File: config.mk
export PLATFORM = sky130hd
export DESIGN_NAME = prio_group_arb
export DESIGN_NICKNAME = d
export VERILOG_FILES = /design/src/rtl/prio_group_arb_pkg.sv /design/src/rtl/pga_regs.sv /design/src/rtl/pga_pick.sv /design/src/rtl/pga_stack.sv /design/src/rtl/prio_group_arb.sv
export SDC_FILE = /design/constraint.sdc
export NUM_CORES = 1
export LEC_CHECK = 0
export BUFFER_PORTS_ARGS = -buffer_cell sky130_fd_sc_hd__buf_2
export CAP_MARGIN = 20
export CORE_ASPECT_RATIO = 0.8
export CORE_MARGIN = 10
export CORE_UTILIZATION = 40
export DETAILED_ROUTE_END_ITERATION = 12
export PLACE_DENSITY_LB_ADDON = 0.25
export SYNTH_ARGS = -nofsm -noshare
export SYNTH_HDL_FRONTEND = slang
export SYNTH_SLANG_ARGS = --single-unit
File: constraint.sdc
create_clock -name clk -period 26 [get_ports clk]
set_clock_uncertainty 0.05 [all_clocks]
set_input_delay 1.3 -clock clk [delete_from_list [all_inputs] [get_ports clk]]
set_output_delay 1.3 -clock clk [all_outputs]
set_load 0.01 [all_outputs]
File: src/rtl/prio_group_arb_pkg.sv
package prio_group_arb_pkg;
    localparam int PRIO_W = 4;
    localparam int GRP_W  = 3;

    typedef enum logic [2:0] {
        OP_NOP   = 3'd0,
        OP_GROUP = 3'd1,
        OP_PRIO  = 3'd2,
        OP_SETP  = 3'd3,
        OP_CLRP  = 3'd4,
        OP_SETE  = 3'd5,
        OP_CLRE  = 3'd6,
        OP_NOP7  = 3'd7
    } op_e;

    typedef enum logic {
        ST_IDLE  = 1'b0,
        ST_SERVE = 1'b1
    } svc_state_e;

    // Upper bits that form the preemption level for a given grouping.
    function automatic logic [PRIO_W-1:0] preempt_of(input logic [PRIO_W-1:0] p,
                                                    input logic [GRP_W-1:0]  g);
        int keep;
        keep = (int'(g) > PRIO_W) ? PRIO_W : int'(g);
        return p >> (PRIO_W - keep);
    endfunction
endpackage

File: src/rtl/pga_regs.sv
module pga_regs
    import prio_group_arb_pkg::*;
#(
    parameter int N  = 8,
    parameter int LW = $clog2(N)
) (
    input  logic                       clk,
    input  logic                       rst_n,
    input  logic                       wr_en,
    input  op_e                        wr_op,
    input  logic [LW-1:0]              wr_line,
    input  logic [PRIO_W-1:0]          wr_data,
    input  logic                       clr_en,
    input  logic [LW-1:0]              clr_line,
    output logic [N-1:0]               pend_q,
    output logic [N-1:0]               en_q,
    output logic [N-1:0][PRIO_W-1:0]   prio_q,
    output logic [GRP_W-1:0]           grp_q
);
    logic line_ok;
    assign line_ok = (int'(wr_line) < N);

    always_ff @(posedge clk or negedge rst_n) begin
        if (!rst_n) begin
            pend_q <= '0;
            en_q   <= '0;
            prio_q <= '0;
            grp_q  <= '0;
        end else begin
            if (clr_en) pend_q[clr_line] <= 1'b0;
            if (wr_en) begin
                case (wr_op)
                    OP_GROUP: grp_q <= wr_data[GRP_W-1:0];
                    OP_PRIO:  if (line_ok) prio_q[wr_line] <= wr_data;
                    OP_SETP:  if (line_ok) pend_q[wr_line] <= 1'b1;
                    OP_CLRP:  if (line_ok) pend_q[wr_line] <= 1'b0;
                    OP_SETE:  if (line_ok) en_q[wr_line]   <= 1'b1;
                    OP_CLRE:  if (line_ok) en_q[wr_line]   <= 1'b0;
                    default:  ;
                endcase
            end
        end
    end

    // a pending-set write shows up on the next cycle
    p_setp_visible_r2: assert property (@(posedge clk) disable iff (!rst_n)
        (wr_en && wr_op == OP_SETP && line_ok) |=> pend_q[$past(wr_line)]);
endmodule

File: src/rtl/pga_pick.sv
module pga_pick
    import prio_group_arb_pkg::*;
#(
    parameter int N  = 8,
    parameter int LW = $clog2(N)
) (
    input  logic [N-1:0]              pend,
    input  logic [N-1:0]              en,
    input  logic [N-1:0][PRIO_W-1:0]  prio,
    output logic                      found,
    output logic [LW-1:0]             line,
    output logic [PRIO_W-1:0]         best
);
    // Full-priority order equals preemption-then-subpriority order,
    // and the strict compare keeps the lowest index on ties.
    always_comb begin
        found = 1'b0;
        line  = '0;
        best  = '1;
        for (int i = 0; i < N; i++) begin
            if (pend[i] && en[i] && (!found || prio[i] < best)) begin
                found = 1'b1;
                best  = prio[i];
                line  = LW'(i);
            end
        end
    end
endmodule

File: src/rtl/pga_stack.sv
module pga_stack
    import prio_group_arb_pkg::*;
#(
    parameter int N  = 8,
    parameter int LW = $clog2(N)
) (
    input  logic           clk,
    input  logic           rst_n,
    input  logic           push,
    input  logic [LW-1:0]  push_line,
    input  logic           pop,
    output logic [N-1:0]   active_q,
    output logic [LW-1:0]  top_line,
    output logic           busy
);
    localparam int DW = $clog2(N + 1);

    svc_state_e     state_q, state_d;
    logic [LW-1:0]  slot_q [N];
    logic [DW-1:0]  depth_q;
    logic           do_pop, do_push;

    assign do_pop  = pop && (depth_q != '0);
    assign do_push = push && !do_pop && (depth_q != DW'(N));

    always_comb begin
        top_line = '0;
        for (int i = 0; i < N; i++) begin
            if ((DW'(i) + DW'(1)) == depth_q) top_line = slot_q[i];
        end
    end

    // next-state logic
    always_comb begin
        state_d = state_q;
        unique case (state_q)
            ST_IDLE:  if (do_push) state_d = ST_SERVE;                       // IDLE_TO_SERVE
            ST_SERVE: if (do_pop && depth_q == DW'(1)) state_d = ST_IDLE;   // SERVE_TO_IDLE
            default:  state_d = ST_IDLE;
        endcase
    end

    // state register
    always_ff @(posedge clk or negedge rst_n) begin
        if (!rst_n) state_q <= ST_IDLE;
        else        state_q <= state_d;
    end

    // outputs
    always_comb begin
        busy = (state_q == ST_SERVE);
    end

    always_ff @(posedge clk or negedge rst_n) begin
        if (!rst_n) begin
            depth_q  <= '0;
            active_q <= '0;
            for (int i = 0; i < N; i++) slot_q[i] <= '0;
        end else if (do_pop) begin
            active_q[top_line] <= 1'b0;
            depth_q            <= depth_q - DW'(1);
        end else if (do_push) begin
            for (int i = 0; i < N; i++) begin
                if (DW'(i) == depth_q) slot_q[i] <= push_line;
            end
            active_q[push_line] <= 1'b1;
            depth_q             <= depth_q + DW'(1);
        end
    end

    // an accepted entry marks the line active
    p_push_sets_active_r9: assert property (@(posedge clk) disable iff (!rst_n)
        (push && !pop && depth_q != DW'(N)) |=> active_q[$past(push_line)]);
    // end-of-service retires the newest active line
    p_pop_clears_top_r10: assert property (@(posedge clk) disable iff (!rst_n)
        (pop && busy) |=> !active_q[$past(top_line)]);
    // idle state means nothing is in service
    p_idle_empty_r10: assert property (@(posedge clk) disable iff (!rst_n)
        (state_q == ST_IDLE) |-> (active_q == '0));
    p_depth_bound_r9: assert property (@(posedge clk) disable iff (!rst_n)
        depth_q <= DW'(N));
endmodule

File: src/rtl/prio_group_arb.sv
module prio_group_arb
    import prio_group_arb_pkg::*;
#(
    parameter int NUM_LINES = 8,
    localparam int LW = $clog2(NUM_LINES)
) (
    input  logic                  clk,
    input  logic                  rst_n,
    input  logic                  wr_en_i,
    input  logic [2:0]            wr_op_i,
    input  logic [LW-1:0]         wr_line_i,
    input  logic [PRIO_W-1:0]     wr_data_i,
    input  logic                  ack_i,
    input  logic                  eoi_i,
    output logic                  req_o,
    output logic [LW-1:0]         req_line_o,
    output logic [NUM_LINES-1:0]  pending_o,
    output logic [NUM_LINES-1:0]  active_o
);
    logic [NUM_LINES-1:0]              pend, en;
    logic [NUM_LINES-1:0][PRIO_W-1:0]  prio;
    logic [GRP_W-1:0]                  grp;
    logic                              win_found, busy, ack_fire, pop;
    logic [LW-1:0]                     win_line, top_line;
    logic [PRIO_W-1:0]                 win_prio, win_pre, top_pre;
    op_e                               op;

    assign op       = op_e'(wr_op_i);
    assign pop      = eoi_i && busy;
    assign ack_fire = ack_i && req_o && !eoi_i;

    pga_regs #(.N(NUM_LINES), .LW(LW)) u_regs (
        .clk(clk), .rst_n(rst_n),
        .wr_en(wr_en_i), .wr_op(op), .wr_line(wr_line_i), .wr_data(wr_data_i),
        .clr_en(ack_fire), .clr_line(win_line),
        .pend_q(pend), .en_q(en), .prio_q(prio), .grp_q(grp)
    );

    pga_pick #(.N(NUM_LINES), .LW(LW)) u_pick (
        .pend(pend), .en(en), .prio(prio),
        .found(win_found), .line(win_line), .best(win_prio)
    );

    pga_stack #(.N(NUM_LINES), .LW(LW)) u_stack (
        .clk(clk), .rst_n(rst_n),
        .push(ack_fire), .push_line(win_line), .pop(pop),
        .active_q(active_o), .top_line(top_line), .busy(busy)
    );

    assign win_pre    = preempt_of(win_prio, grp);
    assign top_pre    = preempt_of(prio[top_line], grp);
    assign req_o      = win_found && (!busy || (win_pre < top_pre));
    assign req_line_o = win_line;
    assign pending_o  = pend;

    // only an enabled pending line can request
    p_req_eligible_r3: assert property (@(posedge clk) disable iff (!rst_n)
        req_o |-> (pend[req_line_o] && en[req_line_o]));
    // grouping zero forbids preemption
    p_group0_no_preempt_r8: assert property (@(posedge clk) disable iff (!rst_n)
        (grp == '0 && active_o != '0) |-> !req_o);
    // accepted line leaves the pending set unless rewritten
    p_ack_clears_pend_r9: assert property (@(posedge clk) disable iff (!rst_n)
        (ack_fire && !(wr_en_i && op == OP_SETP && wr_line_i == req_line_o))
        |=> !pending_o[$past(req_line_o)]);
    // idle with an eligible line requests
    p_idle_requests_r6: assert property (@(posedge clk) disable iff (!rst_n)
        (active_o == '0 && (pend & en) != '0) |-> req_o);
endmodule

==> results.ini <==
[run_status]
status=finished clean

[global_routing]
grt-ovfl-total=0
grt_first_pass_wirelength_mm=30.6
top_usage_layer=met1
grt_pass1_vias=5190
grt_max_degree=54
use_met3_pct=4.64
grt_usage_pct=19.3
antenna_found_initial=1
grtUsageMet1_pct=29.7
gr-usage-met2_pct=26.2

[routing]
vias=5490
firstDrtPassIters=5
drc=0
wirelength_mm=19.6
drt_iter0_drc=660
viasPerCell=6.16
avgRoutedWirePerCell_um=22.0
ant_nets=0

[clock_network]
cts_sinks=88
insertion_delay_ps=360
cts_buffers=9
cts_resized=0
clk_pin_slew_ps=70
clock-root-buffer=clkbuf_16
ctsLongestPathBuffers=2
cts_setup_buffers=0
htreeDepth=3
postCtsHoldBufs=0
tritoncts=done

[floorplanning]
fp.dieH_um=131
initial_core_util_pct=40.8
die_area_mm2=0.0207
fp.dieW_um=158
ioPinCount=35
core_mm2=0.0150
row_count=40

[critical_path]
crit_start=u_regs.pend_q[0]$_DFF_PN0_
cp.required_ps=24650
critPathLaunchType=register
path_common_cell=ha_1
critical-path-max-stage-delay_ps=930
crit_arrival_ps=15700
path_class=reg -> out
worst_path_max_delay_cell=a311oi_2
timing.rr.start=u_regs.pend_q[0]$_DFF_PN0_
cp_max_fo=19
cp-end-kind=output port

[place]
gp_congestion=0.968
pre_cts_ws_ps=9770
place_hpwl_mm=15.1
portBuffers=34
placedCellCount=875

[logic_synthesis]
ys_seq_area_share_pct=35.9
yosysTopAreaCell=dfrtp_1
synthTopCellsByCount=dfrtp_1 (88), nand2_1 (64), nor2_1 (52), o21ai_0 (49), a21oi_1 (40)
syn_nets=708
synth.top_cell.area_share_pct=35.9
yosys_warnings=0
avgSynthCellArea_um2=9.12
ys.flop_type=dfrtp_1
post-synth-top-count-cell=dfrtp_1
synth.area.top_cells=dfrtp_1 (36%), mux2_2 (7.0%), mux2_1 (4.6%)
synth_edf_count=0
async_reset_ff_share_pct=100
synth_cell_types=71
synthCells=672
synth-seq-cells=88
synth.cell_area_mm2=0.00613

[sta]
slew_violations=0
worstMarginPinSlew_ps=1090
finalHoldViolCount=0
rsz0062_at_grt=no
worst_hold_slack_ps=439
fin_crit_sh_pct=65.6
setup_viol=0
fin_ws_ps=8950
min_period_ps=17050
relSlewSlack_pct=27.1
setup_tns_ps=0
fmax_ghz=0.0587

[cells_and_area]
antenna_cells=0
final_cells=891
layout-drive-gt1-share_pct=16.1
final_nets=733
syn_to_final_growth_pct=10.2

[power]
powerDensity_mw_per_mm2=150
leakagePower_nw=2.96
peakVddDrop_uv=81.9

[run]
max_cap_viol_count=0

[min_path]
min_path_type=reg -> reg
worstHoldStart=u_stack.slot_q[17]$_DFFE_PN0P_

[state kept, by name, indices dropped and copies added, names as in the netlist, named ones only]
register	count
u_regs.pend_q	8
u_stack.slot_q	24
u_stack.busy	1
u_stack.active_q	8
u_stack.depth_q	4
u_regs.prio_q	32
u_regs.grp_q	3
[routing by layer]
metal / vias to the layer above / routed length, um
met5: - / 0
met4: 0 / 236
met3: 20 / 1510
met2: 209 / 7980
met1: 2714 / 9840
li1: 2547 / -
[area by class of cell]
cell class,instances,area (um^2)
fill,1478,8260
multi-input combinational,528,3710
sequential,88,2200
tap,189,236
clock buffer,10,229
timing repair buffer,38,203
inverter,32,120
clock inverter,6,51.3
[cells by family (layout without fill, tap and decap cells)]
logic type | count (synthesis) | after routing | synth area share [%]
and+or+nand+nor | 219 | 219 | 17.4
AOI/OAI and AO/OA | 194 | 194 | 21.5
muxes | 89 | 89 | 16.6
DFF | 88 | 88 | 35.9
buffers and inverters | 56 | 86 | 3.49
adders and majority gates | 23 | 23 | 4.61
xor gates and xnor gates | 3 | 3 | 0.429
[where the power goes]
group / switching, mW / total [mW] / internal (mW)
logic: 0.427 / 0.672 / 0.245
registers: 0.0415 / 0.213 / 0.171
clock network: 0.0601 / 0.127 / 0.0664
[worst max-delay path, delay by kind of cell (launching register included)]
kind                     cells  cell delay [ps]
AO/OA/AOI/OAI               23             6710
adder cells (fa/ha/maj)      8             2170
buffers and inverters        5              870
flip-flops                   1              450
multiplexers                 3              960
AND/OR/NAND/NOR             21             4170
[per-stage QoR]
stage          utilization [%]  instance area (um^2)  total power, mW
2_1_floorplan                -                  6130            0.678
3_3_place_gp              43.1                  6480            0.870
3_5_place_dp              43.1                  6480            0.875
4_1_cts                   45.0                  6760             1.00
5_1_grt                   45.0                  6760             1.09
6_report                  45.0                  6760             1.01
[path summary, 6_finish.rpt]
| kind | depth (start not counted) | endpoint | slack (ps) |
|---|---|---|---|
| worst max register to register | 61 | u_stack.slot_q[4]$_DFFE_PN0P_ | 10120 |
| worst min-delay path | 1 | u_stack.slot_q[17]$_DFFE_PN0P_ | 440 |
| worst max-delay path | 60 | req_o | 8950 |
| max in group asynchronous | 2 | u_regs.prio_q[15]$_DFFE_PN0P_ | 23980 |
| worst min register to register | 1 | u_stack.slot_q[17]$_DFFE_PN0P_ | 440 |
| min in group asynchronous | 1 | u_stack.slot_q[6]$_DFFE_PN0P_ | 840 |
[cell usage in the layout (no fill, tap or decap), types with 5 or more instances in the layout]
master	netlist	routed
a22oi_1	7	7
ha_1	21	21
o21ai_0	49	49
nand3_1	27	27
o22ai_1	7	7
dfrtp_1	88	88
buf_2	3	33
o221ai_1	6	6
a211oi_1	6	6
nand2b_1	9	9
nor2b_1	12	12
mux2_2	38	38
nor3_1	8	8
a21o_1	8	8
nor3b_1	5	5
inv_1	30	30
mux2_1	25	25
nand2_1	64	64
a21oi_1	40	40
and2_1	7	7
nor2_1	52	52
clkbuf_16	0	9
o21a_1	8	8
and3_1	9	9
mux2i_1	22	22
buf_4	0	5
o21ai_1	12	12
No activity file was read; power rests on OpenSTA's default activity.
